## config.mk

```make
export PLATFORM = sky130hd
export DESIGN_NAME = adc_bringup_seq
export DESIGN_NICKNAME = d
export VERILOG_FILES = /design/src/rtl/adc_seq_pkg.sv /design/src/rtl/seq_delay_timer.sv /design/src/rtl/seq_step_rom.sv /design/src/rtl/adc_bringup_seq.sv
export SDC_FILE = /design/constraint.sdc
export NUM_CORES = 1
export LEC_CHECK = 0
export BUFFER_PORTS_ARGS = -buffer_cell sky130_fd_sc_hd__buf_2
export CORE_MARGIN = 10
export CORE_UTILIZATION = 45
export CTS_BUF_LIST = sky130_fd_sc_hd__clkbuf_16
export DETAILED_ROUTE_END_ITERATION = 7
export HOLD_SLACK_MARGIN = 0.1
export PLACE_DENSITY_LB_ADDON = 0.05
export SYNTH_ARGS = -nofsm -noshare
export SYNTH_HDL_FRONTEND = slang
export SYNTH_HIERARCHICAL = 1
export SYNTH_SLANG_ARGS = --single-unit
```

## constraint.sdc

```tcl
create_clock -name clk_i -period 0.8 [get_ports clk_i]
set_input_delay 0 -clock clk_i [delete_from_list [all_inputs] [get_ports clk_i]]
set_output_delay 0 -clock clk_i [all_outputs]
set_load 0.005 [all_outputs]
```

## src/rtl/adc_seq_pkg.sv

```systemverilog
package adc_seq_pkg;

  typedef enum logic [2:0] {
    ST_PWR   = 3'd0,
    ST_RST   = 3'd1,
    ST_GAP   = 3'd2,
    ST_RDY   = 3'd3,
    ST_WR    = 3'd4,
    ST_SPACE = 3'd5,
    ST_DONE  = 3'd6
  } seq_state_e;

  localparam logic [7:0] REG_CORR_CTRL = 8'h01;
  localparam logic [7:0] REG_ACC_CTRL  = 8'h03;
  localparam int         CORR_EN_BIT   = 15;
  localparam int         ACC_CLR_BIT   = 14;

  function automatic int ceil_div(input int num, input int den);
    return (num + den - 1) / den;
  endfunction

  function automatic int max3(input int a, input int b, input int c);
    int m;
    m = (a > b) ? a : b;
    return (m > c) ? m : c;
  endfunction

endpackage

```

## src/rtl/seq_delay_timer.sv

```systemverilog
module seq_delay_timer #(
  parameter int CNT_W = 8,
  parameter int INIT  = 0
) (
  input  logic             clk_i,
  input  logic             rst_ni,
  input  logic             load_i,
  input  logic [CNT_W-1:0] load_val_i,
  output logic             expired_o
);

  logic [CNT_W-1:0] cnt_q, cnt_d;
  logic             cnt_en;

  always_comb begin
    cnt_en = load_i || (cnt_q != '0);
    cnt_d  = load_i ? load_val_i : (cnt_q - 1'b1);
  end

  always_ff @(posedge clk_i or negedge rst_ni) begin
    if (!rst_ni)     cnt_q <= CNT_W'(INIT);
    else if (cnt_en) cnt_q <= cnt_d;
  end

  assign expired_o = (cnt_q == '0);

  a_r1_timer_steps_down: assert property (@(posedge clk_i) disable iff (!rst_ni)
    (!load_i && cnt_q != '0) |=> (cnt_q == $past(cnt_q) - 1'b1));

endmodule

```

## src/rtl/seq_step_rom.sv

```systemverilog
module seq_step_rom
  import adc_seq_pkg::*;
#(
  parameter int                   N_EXTRA    = 2,
  parameter int                   IDX_W      = 3,
  parameter logic [((N_EXTRA > 0) ? N_EXTRA : 1)*8-1:0]  EXTRA_ADDR = '0,
  parameter logic [((N_EXTRA > 0) ? N_EXTRA : 1)*16-1:0] EXTRA_DATA = '0,
  parameter logic [15:0]          CORR_BASE  = 16'h0000,
  parameter logic [15:0]          ACC_BASE   = 16'h0000
) (
  input  logic [IDX_W-1:0] idx_i,
  output logic [7:0]       addr_o,
  output logic [15:0]      data_o,
  output logic             last_o
);

  localparam logic [15:0] CORR_EN_MASK = 16'(1) << CORR_EN_BIT;
  localparam logic [15:0] ACC_CLR_MASK = 16'(1) << ACC_CLR_BIT;
  localparam logic [IDX_W-1:0] IDX_SET  = IDX_W'(N_EXTRA + 1);
  localparam logic [IDX_W-1:0] IDX_LAST = IDX_W'(N_EXTRA + 2);

  always_comb begin
    addr_o = REG_CORR_CTRL;
    data_o = CORR_BASE | CORR_EN_MASK;
    if (idx_i == IDX_SET) begin
      addr_o = REG_ACC_CTRL;
      data_o = ACC_BASE | ACC_CLR_MASK;
    end else if (idx_i == IDX_LAST) begin
      addr_o = REG_ACC_CTRL;
      data_o = ACC_BASE & ~ACC_CLR_MASK;
    end
    for (int k = 0; k < N_EXTRA; k++) begin
      if (idx_i == IDX_W'(k + 1)) begin
        addr_o = EXTRA_ADDR[k*8 +: 8];
        data_o = EXTRA_DATA[k*16 +: 16];
      end
    end
  end

  assign last_o = (idx_i == IDX_LAST);

endmodule

```

## src/rtl/adc_bringup_seq.sv

```systemverilog
module adc_bringup_seq
  import adc_seq_pkg::*;
#(
  parameter int          CLK_MHZ   = 125,
  parameter int          PWRUP_US  = 3000,
  parameter int          RST_NS    = 20,
  parameter int          GAP_NS    = 100,
  parameter int          N_EXTRA   = 2,
  parameter logic [((N_EXTRA > 0) ? N_EXTRA : 1)*8-1:0]  EXTRA_ADDR = '0,
  parameter logic [((N_EXTRA > 0) ? N_EXTRA : 1)*16-1:0] EXTRA_DATA = '0,
  parameter logic [15:0] CORR_BASE = 16'h0000,
  parameter logic [15:0] ACC_BASE  = 16'h0000
) (
  input  logic        clk_i,
  input  logic        rst_ni,
  input  logic        start_i,
  input  logic        analog_ready_i,
  input  logic        wr_ack_i,
  output logic        adc_rst_no,
  output logic        wr_req_o,
  output logic [7:0]  wr_addr_o,
  output logic [15:0] wr_data_o,
  output logic        busy_o,
  output logic        done_o
);

  localparam int PWR_CYC_RAW = PWRUP_US * CLK_MHZ;
  localparam int PWR_CYC     = (PWR_CYC_RAW > 0) ? PWR_CYC_RAW : 1;
  localparam int RST_CYC     = (RST_NS * CLK_MHZ) / 1000 + 1;
  localparam int GAP_CYC_RAW = ceil_div(GAP_NS * CLK_MHZ, 1000);
  localparam int GAP_CYC     = (GAP_CYC_RAW > 0) ? GAP_CYC_RAW : 1;
  localparam int CNT_W       = $clog2(max3(PWR_CYC, RST_CYC, GAP_CYC) + 1);
  localparam int N_STEPS     = N_EXTRA + 3;
  localparam int IDX_W       = $clog2(N_STEPS);

  // reset synchronizer: asynchronous assert, synchronous release
  logic [1:0] rst_sync_q;
  logic       rst_n;

  always_ff @(posedge clk_i or negedge rst_ni) begin
    if (!rst_ni) rst_sync_q <= 2'b00;
    else         rst_sync_q <= {rst_sync_q[0], 1'b1};
  end
  assign rst_n = rst_sync_q[1];

  seq_state_e       st_q, st_d;
  logic [IDX_W-1:0] idx_q, idx_d;
  logic             idx_en;
  logic             tmr_load;
  logic [CNT_W-1:0] tmr_val;
  logic             tmr_expired;
  logic             step_last;

  seq_delay_timer #(
    .CNT_W (CNT_W),
    .INIT  (PWR_CYC - 1)
  ) u_timer (
    .clk_i      (clk_i),
    .rst_ni     (rst_n),
    .load_i     (tmr_load),
    .load_val_i (tmr_val),
    .expired_o  (tmr_expired)
  );

  seq_step_rom #(
    .N_EXTRA    (N_EXTRA),
    .IDX_W      (IDX_W),
    .EXTRA_ADDR (EXTRA_ADDR),
    .EXTRA_DATA (EXTRA_DATA),
    .CORR_BASE  (CORR_BASE),
    .ACC_BASE   (ACC_BASE)
  ) u_rom (
    .idx_i  (idx_q),
    .addr_o (wr_addr_o),
    .data_o (wr_data_o),
    .last_o (step_last)
  );

  // next-state logic
  always_comb begin
    st_d     = st_q;
    idx_d    = idx_q;
    tmr_load = 1'b0;
    tmr_val  = '0;
    if (start_i) begin
      st_d     = ST_PWR;
      idx_d    = '0;
      tmr_load = 1'b1;
      tmr_val  = CNT_W'(PWR_CYC - 1);
    end else begin
      unique case (st_q)
        ST_PWR: if (tmr_expired) begin
          st_d     = ST_RST;
          tmr_load = 1'b1;
          tmr_val  = CNT_W'(RST_CYC - 1);
        end
        ST_RST: if (tmr_expired) begin
          st_d     = ST_GAP;
          tmr_load = 1'b1;
          tmr_val  = CNT_W'(GAP_CYC - 1);
        end
        ST_GAP:   if (tmr_expired) st_d = ST_RDY;
        ST_RDY:   if (analog_ready_i) st_d = ST_WR;
        ST_WR: if (wr_ack_i) begin
          if (step_last) begin
            st_d = ST_DONE;
          end else begin
            st_d  = ST_SPACE;
            idx_d = idx_q + 1'b1;
          end
        end
        ST_SPACE: st_d = ST_WR;
        ST_DONE:  st_d = ST_DONE;
        default:  st_d = ST_PWR;
      endcase
    end
    idx_en = (idx_d != idx_q);
  end

  // state registers
  always_ff @(posedge clk_i or negedge rst_n) begin
    if (!rst_n) st_q <= ST_PWR;
    else        st_q <= st_d;
  end

  always_ff @(posedge clk_i or negedge rst_n) begin
    if (!rst_n)      idx_q <= '0;
    else if (idx_en) idx_q <= idx_d;
  end

  assign adc_rst_no = (st_q != ST_RST);
  assign wr_req_o   = (st_q == ST_WR);
  assign done_o     = (st_q == ST_DONE);
  assign busy_o     = (st_q != ST_DONE);

  a_r6_hold_request: assert property (@(posedge clk_i) disable iff (!rst_n)
    (wr_req_o && !wr_ack_i && !start_i) |=>
      (wr_req_o && $stable(wr_addr_o) && $stable(wr_data_o)));

  a_r6_drop_after_ack: assert property (@(posedge clk_i) disable iff (!rst_n)
    (wr_req_o && wr_ack_i) |=> !wr_req_o);

  a_r4_hold_for_ready: assert property (@(posedge clk_i) disable iff (!rst_n)
    (st_q == ST_RDY && !analog_ready_i && !start_i) |=> !wr_req_o);

  a_r8_done_after_last_ack: assert property (@(posedge clk_i) disable iff (!rst_n)
    $rose(done_o) |-> $past(wr_ack_i && wr_req_o && step_last));

  a_r9_restart: assert property (@(posedge clk_i) disable iff (!rst_n)
    start_i |=> (adc_rst_no && !done_o && !wr_req_o));

  a_r3_first_write_index: assert property (@(posedge clk_i) disable iff (!rst_n)
    (st_q == ST_RDY) |-> (idx_q == '0));

endmodule

```

## Word-level counts from Yosys, hierarchy flattened

Index checks and enable logic that the tools add are counted.

| word-level totals | value |
|---|---|
| register bits after elaboration | 27 |
| latch bits | 0 |
| input port bits | 5 |
| bits in writable memories | 0 |
| logic and storage cells | 58 |
| output and inout bits | 28 |
| memories | 0 |
| ROM bits | 0 |

| operators by class | value |
|---|---|
| mux-type cells | 28 |
| shifts and indexed selects | 0 |
| $lt $le $gt $ge | 0 |
| bitwise gates (word level) | 0 |
| add/subtract/negate cells | 2 |
| divide/modulo/power cells | 0 |
| reduce and logical (&&, ||, !) cells | 6 |
| equality and inequality tests | 18 |
| multipliers | 0 |

Operators by type and width:

| kind | number |
|---|---|
| 2-to-1 mux 16 bit | 4 |
| 2-to-1 mux 19 bit | 2 |
| 2-to-1 mux 3 bit | 10 |
| 2-to-1 mux 8 bit | 3 |
| case mux 3 bit (7 select lines) | 1 |
| zero test 19 bit | 1 |
| nonzero test 19 bit | 1 |
| subtractor 19 x 1 -> 19 bit, second input constant | 1 |
| != test 3 bit, second input constant | 6 |
| equality test 3 x 2 -> 1 bit, second input constant | 4 |
| equality test 3 bit, second input constant | 4 |
| case mux 4 bit (2 select lines) | 1 |
| equality test 3 x 1 -> 1 bit, second input constant | 2 |
| 2-to-1 mux 2 bit | 3 |
| AND reduction 5 bit | 1 |
| 2-to-1 mux 4 bit | 1 |
| adder 3 x 1 -> 3 bit, second input constant | 1 |
| zero test 3 bit | 1 |
| 2-to-1 mux 1 bit | 3 |
| != test 3 x 1 -> 1 bit, second input constant | 1 |
| != test 3 bit | 1 |
| OR reduction 2 bit | 1 |
| logical OR 1 bit | 1 |

## Logic depth before layout (Yosys ltp)

Gate-level depths: netlist of run 1.

| depth | value |
|---|---|
| word-level depth | 6 |
| mapped depth | 10 |
| mapped depth without buffers | 9 |

## Hierarchy

Netlist of run 1, hierarchy kept.

By module, submodules not included:

| module | cells each | times used | sequential area each (um^2) | area an instance (um^2) |
|---|---|---|---|---|
| seq_delay_timer | 127 | 1 | 490.5 | 1132.3 |
| adc_bringup_seq | 59 | 1 | 200.2 | 504.2 |
| seq_step_rom | 29 | 1 | 0.0 | 209.0 |

## Worst setup path after synthesis of run 1

Ideal clock, no wire load.

| timing path | value |
|---|---|
| path kind | register to register |
| start | register u_timer.cnt_q[14] |
| end | register u_timer.cnt_q[10] |
| required time | 0.664 ns |
| path buffers | 3 |
| library setup time | 0.136 ns |
| slack | -2.009 ns |
| cell stages (with the launch flop) | 10 |
| arrival | 2.673 ns |
| clock period less this slack | 2.809 ns |
| cells stage by stage | dfrtp_1 > or4_4 > or4b_1 > buf_2 > nor2_2 > a21oi_1 > inv_1 > clkbuf_1 > clkbuf_1 > o21ai_0 |

| on the way | value |
|---|---|
| longest elaborated chain between the ends | 5 |
| elaborated cells on any way between the ends | 7 |
| those cells by class | mux: 4; reduce/logical: 3 |

RTL lines:

| what | RTL line | source |
|---|---|---|
| from (decl) | seq_delay_timer.sv:12 | `logic [CNT_W-1:0] cnt_q, cnt_d;` |
| from (signal assigned) | seq_delay_timer.sv:21 | `if (!rst_ni) cnt_q <= CNT_W'(INIT);` |
| from (signal assigned) | seq_delay_timer.sv:22 | `else if (cnt_en) cnt_q <= cnt_d;` |
| zero test 19 bit * | seq_delay_timer.sv:25 | `assign expired_o = (cnt_q == '0);` |
| named net tmr_expired | adc_bringup_seq.sv:51 | `logic tmr_expired;` |
| 2-to-1 mux 1 bit * | adc_bringup_seq.sv:92, adc_bringup_seq.sv:97 |  |
| 2-to-1 mux 1 bit * | -- |  |
| 2-to-1 mux 1 bit * | adc_bringup_seq.sv:85 | `if (start_i) begin` |
| named net tmr_load | adc_bringup_seq.sv:49 | `logic tmr_load;` |
| 2-to-1 mux 19 bit / logical OR 1 bit (equally long branches) | seq_delay_timer.sv:17, seq_delay_timer.sv:16 |  |

Mark *: on every way through the listed nets, which the timed path passes. The rest lies on a longest branch.
A chain may end at the register's enable or synchronous reset.

## Final worst setup path of run 1

| timing path | value |
|---|---|
| start | register u_timer.cnt_q[14] |
| end | register st_q[0] |

| on the way | value |
|---|---|
| longest elaborated chain between the ends | 3 |
| elaborated cells on any way between the ends | 5 |
| those cells by class | eq/ne: 3; reduce/logical: 2 |

RTL lines:

| what | RTL line | source |
|---|---|---|
| zero test 19 bit * | seq_delay_timer.sv:25 |  |
| named net tmr_expired | adc_bringup_seq.sv:51 |  |
| != test 3 bit (no line) | -- |  |
| AND reduction 5 bit (no line) * | -- |  |
| to (signal assigned) | adc_bringup_seq.sv:123 | `else st_q <= st_d;` |
| to (decl) | adc_bringup_seq.sv:46 | `seq_state_e st_q, st_d;` |

Marked as above.

==> out/results.tsv, run 1 <==
stage	metric	value	unit
critical_path	critPathCaptureType	register	
global_routing	grt_start_max_net_pins	26	
timing	slew_violations	0	
clock_network	insertion_delay	0.26	ns
die	dieArea	0.00706	mm²
clock_network	numCtsBuffers	3	
critical_path	crit_arrival	2.50	ns
routing	ant_nets	0	
synth	synth_common_cells	nand2_1, buf_4, dfrtp_1	
global_routing	grt_pass1_wl	9.16	mm
die	num_rows	23	
hold_path	whs_endpoint	st_q[2]$_DFFE_PN0P_	
synth	synth.distinct_cells	51	
clock_network	root_buffer	clkbuf_16	
critical_path	r2r_setup_slack	-1.54	ns
power	cellPowerDensity	1470	mW/mm²
place	dp_hpwl	3.84	mm
critical_path	worst_r2r_path_depth	6	
synth	ys_ff_latch	27	
timing	setup-tns-final	-36.84	ns
hold_path	hp-start	analog_ready_i	
critical_path	start_kind	register	
synth	netlist_top_cells_area	dfrtp_1, dfstp_2, buf_4	
place	placed_cells	328	
power	ir_drop	1.04	mV
power	p_leak	1.22	nW
routing	viasPerCell	5.31	
hold_path	min_delay_path_depth	4	
finish	seq_area	694	µm²
critical_path	critical_path_class	register to register	
timing	post-route-min-period	2.34	ns
timing	period_share	2.93	
critical_path	r2r-end	st_q[0]$_DFFE_PN0P_	
finish	multi_input_area	0.00121	mm²
timing	finalSetupViolCount	33	
synth	yosysSeqAreaShare	0.374	
run	drv_cap	0	
routing	wl_per_cell	16.3	µm
synth	ys.flop_type	dfrtp_1	
routing	drt_iter0_markers	154	
synth	synth_top_area_cell	dfrtp_1	
finish	drive_gt1_frac	0.471	
critical_path	cp.required	0.95	ns
die	die_x	84.0	µm
clock_network	cts_tree	built	
timing	rsz0062_at_grt	yes	
routing	drc	0	
timing	setup_slack	-1.54	ns
timing	hold_violations	0	
die	io_pins	33	
synth	synth_top_cell_area_share	0.203	
clock_network	clk_pin_slew	0.07	ns
timing	fin_skew	0.00291	ns
place	dpl_worst_slack	-1.59	ns
status	status	complete, but fails checks	
finish	layout.nets	301	
die	core	0.00397	mm²
synth	synthArstFlopShare	1.00	
die	start_util	0.465	
critical_path	rr_startpoint	u_timer/cnt_q[14]$_DFFE_PN0P_	
synth	synthCells	215	
global_routing	antenna_found_initial	0	
finish	postLayoutCoreUtil	0.681	
routing	drt-pass1-iter-count	4	
place	globalplace.congestion	0.898	
timing	fmax	0.426	GHz
place	port_buffers	12	
clock_network	h-tree-depth	1	
status	failed_checks	setup timing	
finish	nFillCells	319	
hold_path	min_path_type	input port to register	
synth	syn-cell-area	0.00185	mm²
finish	syn_to_final_growth	46.4	%
clock_network	cts.path.max_buffers	2	
routing	routed_wirelength	5.60	mm
global_routing	grt_pass1_vias	1900	
finish	fin_cells	343	
synth	synth.most_common_cell	nand2_1	
synth	syn_area_per_cell	8.58	µm²
routing	vias	1820	
global_routing	overflow	0	
clock_network	cts_sinks	27	
critical_path	path_max_fanout	4	
global_routing	grt_use_total	0.154	
finish	n_antenna_cell	0	
die	die_h	84.0	µm
synth	synth_edf_count	0	
synth	ys_warn_count	6	
[layout by cell type (no fill, tap or decap), drive strengths merged, types with 9 or more instances in the layout]
cell type | netlist | final
nor2 | 14 | 14
xor2 | 9 | 9
conb | 3 | 27
dfrtp | 15 | 15
buf | 24 | 75
o21ai | 14 | 14
nand2 | 27 | 27
inv | 9 | 10
dfstp | 12 | 12
[per-layer routing]
layer,track usage,share of wire
met1,0.171,0.42
met5,0,0
met2,0.284,0.51
met3,0.0303,0.042
met4,0.0502,0.024
[per-stage QoR]
stage | hold WS [ns] | area [µm²] | power (W)
global route | 0.180 | 2700 | 0.00418
global placement | -0.215 | 2320 | 0.00261
detailed placement | -0.214 | 2320 | 0.00264
floorplan | -0.296 | 2000 | 0.00221
CTS | 0.142 | 2580 | 0.00389
finish | 0.158 | 2700 | 0.00397
[layout make-up]
class,instances,area share
sequential,27,0.257
clock buffer,3,0.0278
multi-input combinational,175,0.446
timing repair buffer,78,0.232
clock inverter,1,0.00139
tap,50,0.0231
inverter,9,0.0125
[how the worst max path moves through the flow]
stage                                  start                            end  slack, ns
5_1_grt        u_timer/cnt_q[17]$_DFFE_PN0P_            st_q[0]$_DFFE_PN0P_      -1.61
2_1_floorplan  u_timer/cnt_q[14]$_DFFE_PN0P_            st_q[0]$_DFFE_PN0P_      -1.63
6_report       u_timer/cnt_q[14]$_DFFE_PN0P_            st_q[0]$_DFFE_PN0P_      -1.54
3_5_place_dp   u_timer/cnt_q[17]$_DFFE_PN0P_  u_timer/cnt_q[15]$_DFFE_PN1P_      -1.59
4_1_cts        u_timer/cnt_q[17]$_DFFE_PN0P_  u_timer/cnt_q[15]$_DFFE_PN1P_      -1.49
3_3_place_gp   u_timer/cnt_q[14]$_DFFE_PN0P_  u_timer/cnt_q[15]$_DFFE_PN1P_      -1.54
[sequential cells by signal (all words and copies together) (netlist names)]
register and count:
u_timer/cnt_q 19, idx_q 3, st_q 3, rst_sync_q 2
[power breakdown]
part	switching, W	total (W)	internal [W]
clock network	0.000497	0.00117	0.000671
registers	0.0000794	0.00162	0.00154
logic	0.000597	0.00118	0.000583
total	0.00117	0.00397	0.00280
[worst max-delay path: stages, from the launching register on]
cell and delay (ns):
dfrtp_1 0.40, or4_4 0.52, or4b_4 0.52, nor2_4 0.16
a211oi_2 0.07, nor3_2 0.24, mux2_4 0.32
[kinds of logic after synthesis]
logic type / Yosys count / synth area share
and+or+nand+nor: 88 / 0.257
AOI/OAI and AO/OA: 41 / 0.146
buffers and inverters: 37 / 0.119
DFF: 27 / 0.374
xor gates and xnor gates: 14 / 0.0664
other: 3 / 0.00610
muxes: 3 / 0.0176
adders and majority gates: 2 / 0.0136
[repair_timing]
item	in CTS	in global routing
gates cloned	1	0
hold endpoints to repair	3	0
setup endpoints to repair	33	33
buffers inserted	5	4
gates resized for setup	34	31
hold buffers	3	0
pin swaps	4	4
Note: power is estimated with default switching activity, not from simulation.
==> inputs of run 2 (changes only) <==
Settings changed: ABC_AREA set to 1.
==> run 2 against run 1 <==
The flow still finishes with violations (setup timing). Combinational power is 8% higher. Worst hold slack worse by 0.11 ns. Final area is 13% higher. First-iteration DRC count is 41% lower. Via count is 8.8% higher. Critical path depth is 6 higher. Sequential power hardly changed. Count of clock-buffer cells in the layout stayed put. Critical path type unchanged. Largest power group unchanged. Highest routed layer unchanged.
==> out/results.tsv, run 2 <==
stage	metric	value	unit	change
status	status	complete, but fails checks		
status	failed_checks	setup timing		
power	cellPowerDensity	1330	mW/mm²	-9.2%
routing	routed_wirelength	5.45	mm	-2.7%
finish	layout.nets	389		+29%
clock_network	hold_buffers	3		unchanged
critical_path	crit_chain	inv_2 > ha_4 > nand2_4 > nor2_8 > nand2_4 > nor4_4 > inv_2 > o21ai_4 > buf_6 > nor3_4 > nand2_1 > o21ai_1		
global_routing	overflow	0		unchanged
clock_network	root_buffer	clkbuf_16		
synth	synthArstFlopShare	1.00		unchanged
place	dp_hpwl	3.94	mm	+2.6%
power	ir_drop	0.756	mV	-27%
critical_path	cp.required	1.00	ns	+0.05 ns
critical_path	worstSetupEndpoint	u_timer/cnt_q[0]$_DFFE_PN1P_		
timing	rsz0062_at_grt	yes		
finish	n_antenna_cell	0		unchanged
finish	fin_cells	433		+26%
synth	syn_area_per_cell	7.03	µm²	-18%
power	p_leak	1.56	nW	+28%
global_routing	grt_use_total	0.149		-0.00586
synth	synthCells	283		+32%
finish	mostFrequentLayoutCells	nand2_1, buf_4, inv_1, conb_1, nor2_1		
global_routing	grt_pass1_vias	2063		+8.6%
finish	reg_top3	u_timer/cnt_q (19), idx_q (3), st_q (3)		
clock_network	clk_pin_slew	0.07	ns	about the same
critical_path	worst_r2r_path_depth	12		+6
clock_network	insertion_delay	0.26	ns	about the same
place	port_buffers	12		unchanged
timing	finalSetupViolCount	33		unchanged
hold_path	min_path_type	input port to register		
timing	slew_violations	0		unchanged
timing	post-route-min-period	1.83	ns	-0.511 ns
clock_network	h-tree-depth	1		unchanged
die	num_rows	24		+4.3%
synth	syn-cell-area	0.00199	mm²	+7.9%
power	report.power.total	0.00406	W	+2.3%
finish	syn_to_final_growth	52.9	%	
synth	synth_common_cells	nand2_1, inv_1, nor2_1		
synth	synth_top_area_cell	dfrtp_1		
timing	fin_skew	0.00355	ns	+0.000638 ns
global_routing	antenna_found_initial	0		unchanged
synth	synth.most_common_cell	nand2_1		
critical_path	cp-startpoint	u_timer/cnt_q[0]$_DFFE_PN1P_		
routing	drt-pass1-iter-count	4		unchanged
timing	period_share	2.29		-0.639
global_routing	grt_start_max_net_pins	21		-19%
finish	regMostFlops	u_timer/cnt_q		
critical_path	crit_buf_inv	3		+3
routing	vias	1980		+8.8%
critical_path	crit_slowest_cell	dfstp_2		
clock_network	numCtsBuffers	3		unchanged
place	globalplace.congestion	0.794		-12%
critical_path	path_delay_family	simple AND/OR/NAND/NOR gates		
clock_network	cts_tree	built		
critical_path	r2r-end	u_timer/cnt_q[0]$_DFFE_PN1P_		
routing	drt_iter0_markers	91		-41%
critical_path	path_max_fanout	7		+3
synth	ys_warn_count	6		unchanged
routing	ant_nets	0		unchanged
die	start_util	0.460		-0.00435
critical_path	cp.depth	12		+6
finish	drive_gt1_frac	0.444		-0.0274
synth	ys.flop_type	dfrtp_1		
global_routing	grt_pass1_wl	9.24	mm	+0.83%
routing	drc	0		unchanged
die	core	0.00432	mm²	+8.9%
place	dpl_worst_slack	-1.30	ns	+0.283 ns
timing	hold_violations	0		unchanged
critical_path	start_kind	register		
die	die_h	86.5	µm	+2.9%
critical_path	max_stage_delay	0.55	ns	+0.03 ns
finish	final_common_cell	nand2_1		
synth	synth_edf_count	0		unchanged
place	placed_cells	409		+25%
clock_network	cts_sinks	27		unchanged
synth	yosysSeqAreaShare	0.347		-0.0273
timing	setup_slack	-1.03	ns	+0.511 ns
critical_path	crit_arrival	2.03	ns	-0.47 ns
die	io_pins	33		unchanged
routing	viasPerCell	4.57		-14%
synth	synth_top_cell_area_share	0.189		-0.0148
die	die_x	86.5	µm	+2.9%
clock_network	cts.path.max_buffers	2		unchanged
synth	ys_ff_latch	27		unchanged
critical_path	critical_path_class	register to register		
die	dieArea	0.00748	mm²	+6.0%
run	drv_cap	0		unchanged
critical_path	r2r_setup_slack	-1.03	ns	+0.51 ns
synth	netlist_top_cells_area	dfrtp_1, dfstp_2, nand2_1		
synth	synth.distinct_cells	30		-41%
finish	nFillCells	363		+14%
critical_path	rr_startpoint	u_timer/cnt_q[0]$_DFFE_PN1P_		
critical_path	critPathCaptureType	register		
finish	largest_reg_flops	19		unchanged
routing	wl_per_cell	12.6	µm	-23%
timing	fmax	0.545	GHz	+28%
-- run 2: cell type report --
cell class / instances / area (µm²) / share of cell area
inverters: 36 / 143 / 0.0469
clock inverters: 1 / 3.75 / 0.00123
multi-input cells: 221 / 1300 / 0.428
well taps: 52 / 65.1 / 0.0214
clock buffers: 3 / 75.1 / 0.0247
flip-flops and latches: 27 / 692 / 0.227
repair buffers: 93 / 762 / 0.250
-- run 2: layer usage --
layer  wire length, µm  track usage
met5                 0            0
met4                51       0.0309
met3               200       0.0225
met2              2880        0.271
met1              2320        0.178
-- run 2: worst reg2reg max path: cells and delay by family (launching register included) --
| family | cells | cell delay (ns) |
|---|---|---|
| simple gates | 6 | 0.62 |
| flops | 1 | 0.55 |
| buf+inv | 3 | 0.27 |
| compound gates | 2 | 0.17 |
| fa+ha+maj | 1 | 0.16 |
-- run 2: timing repair --
action | in CTS | in global routing
endpoints found under the hold margin | 4 | 1
pin swaps | 16 | 8
setup endpoints to repair | 33 | 33
cloned | 1 | 0
gates resized for setup | 37 | 22
setup buffers | 15 | 6
-- run 2: cell families (layout without fill, tap and decap cells) --
| logic type | after synthesis | count (layout) | synth area share |
|---|---|---|---|
| AOI/OAI and AO/OA | 27 | 27 | 0.0710 |
| xor gates and xnor gates | 6 | 6 | 0.0264 |
| adders and majority gates | 2 | 2 | 0.0126 |
| buffers and inverters | 59 | 133 | 0.149 |
| DFF | 27 | 27 | 0.347 |
| other | 3 | 27 | 0.00566 |
| and+or+nand+nor | 159 | 159 | 0.388 |
-- run 2: metrics by stage --
stage | util | hold WS, ns | instance area (µm²) | setup TNS (ns)
finish | 0.704 | 0.0479 | 3040 | -23.36
CTS | 0.681 | 0.0314 | 2940 | -23.85
floorplan | - | -0.296 | 2160 | -23.98
detailed placement | 0.595 | -0.212 | 2570 | -27.09
global placement | 0.595 | -0.213 | 2570 | -25.13
global route | 0.704 | 0.0657 | 3040 | -27.17
-- run 2: report_power, final --
| group | switching, W | internal (W) | total [W] |
|---|---|---|---|
| clock | 0.000482 | 0.000671 | 0.00115 |
| combinational | 0.000656 | 0.000624 | 0.00128 |
| sequential | 0.0000987 | 0.00153 | 0.00163 |
-- run 2: how the worst min path moves through the flow --
stage	start	to	slack [ns]	cells after the start
2_1_floorplan	rst_ni	rst_sync_q[0]$_DFF_PN0_	-0.30	0
3_3_place_gp	rst_ni	rst_sync_q[1]$_DFF_PN0_	-0.21	1
3_5_place_dp	rst_ni	rst_sync_q[1]$_DFF_PN0_	-0.21	1
4_1_cts	analog_ready_i	st_q[2]$_DFFE_PN0P_	0.03	3
5_1_grt	analog_ready_i	st_q[2]$_DFFE_PN0P_	0.07	3
6_report	analog_ready_i	st_q[2]$_DFFE_PN0P_	0.05	3
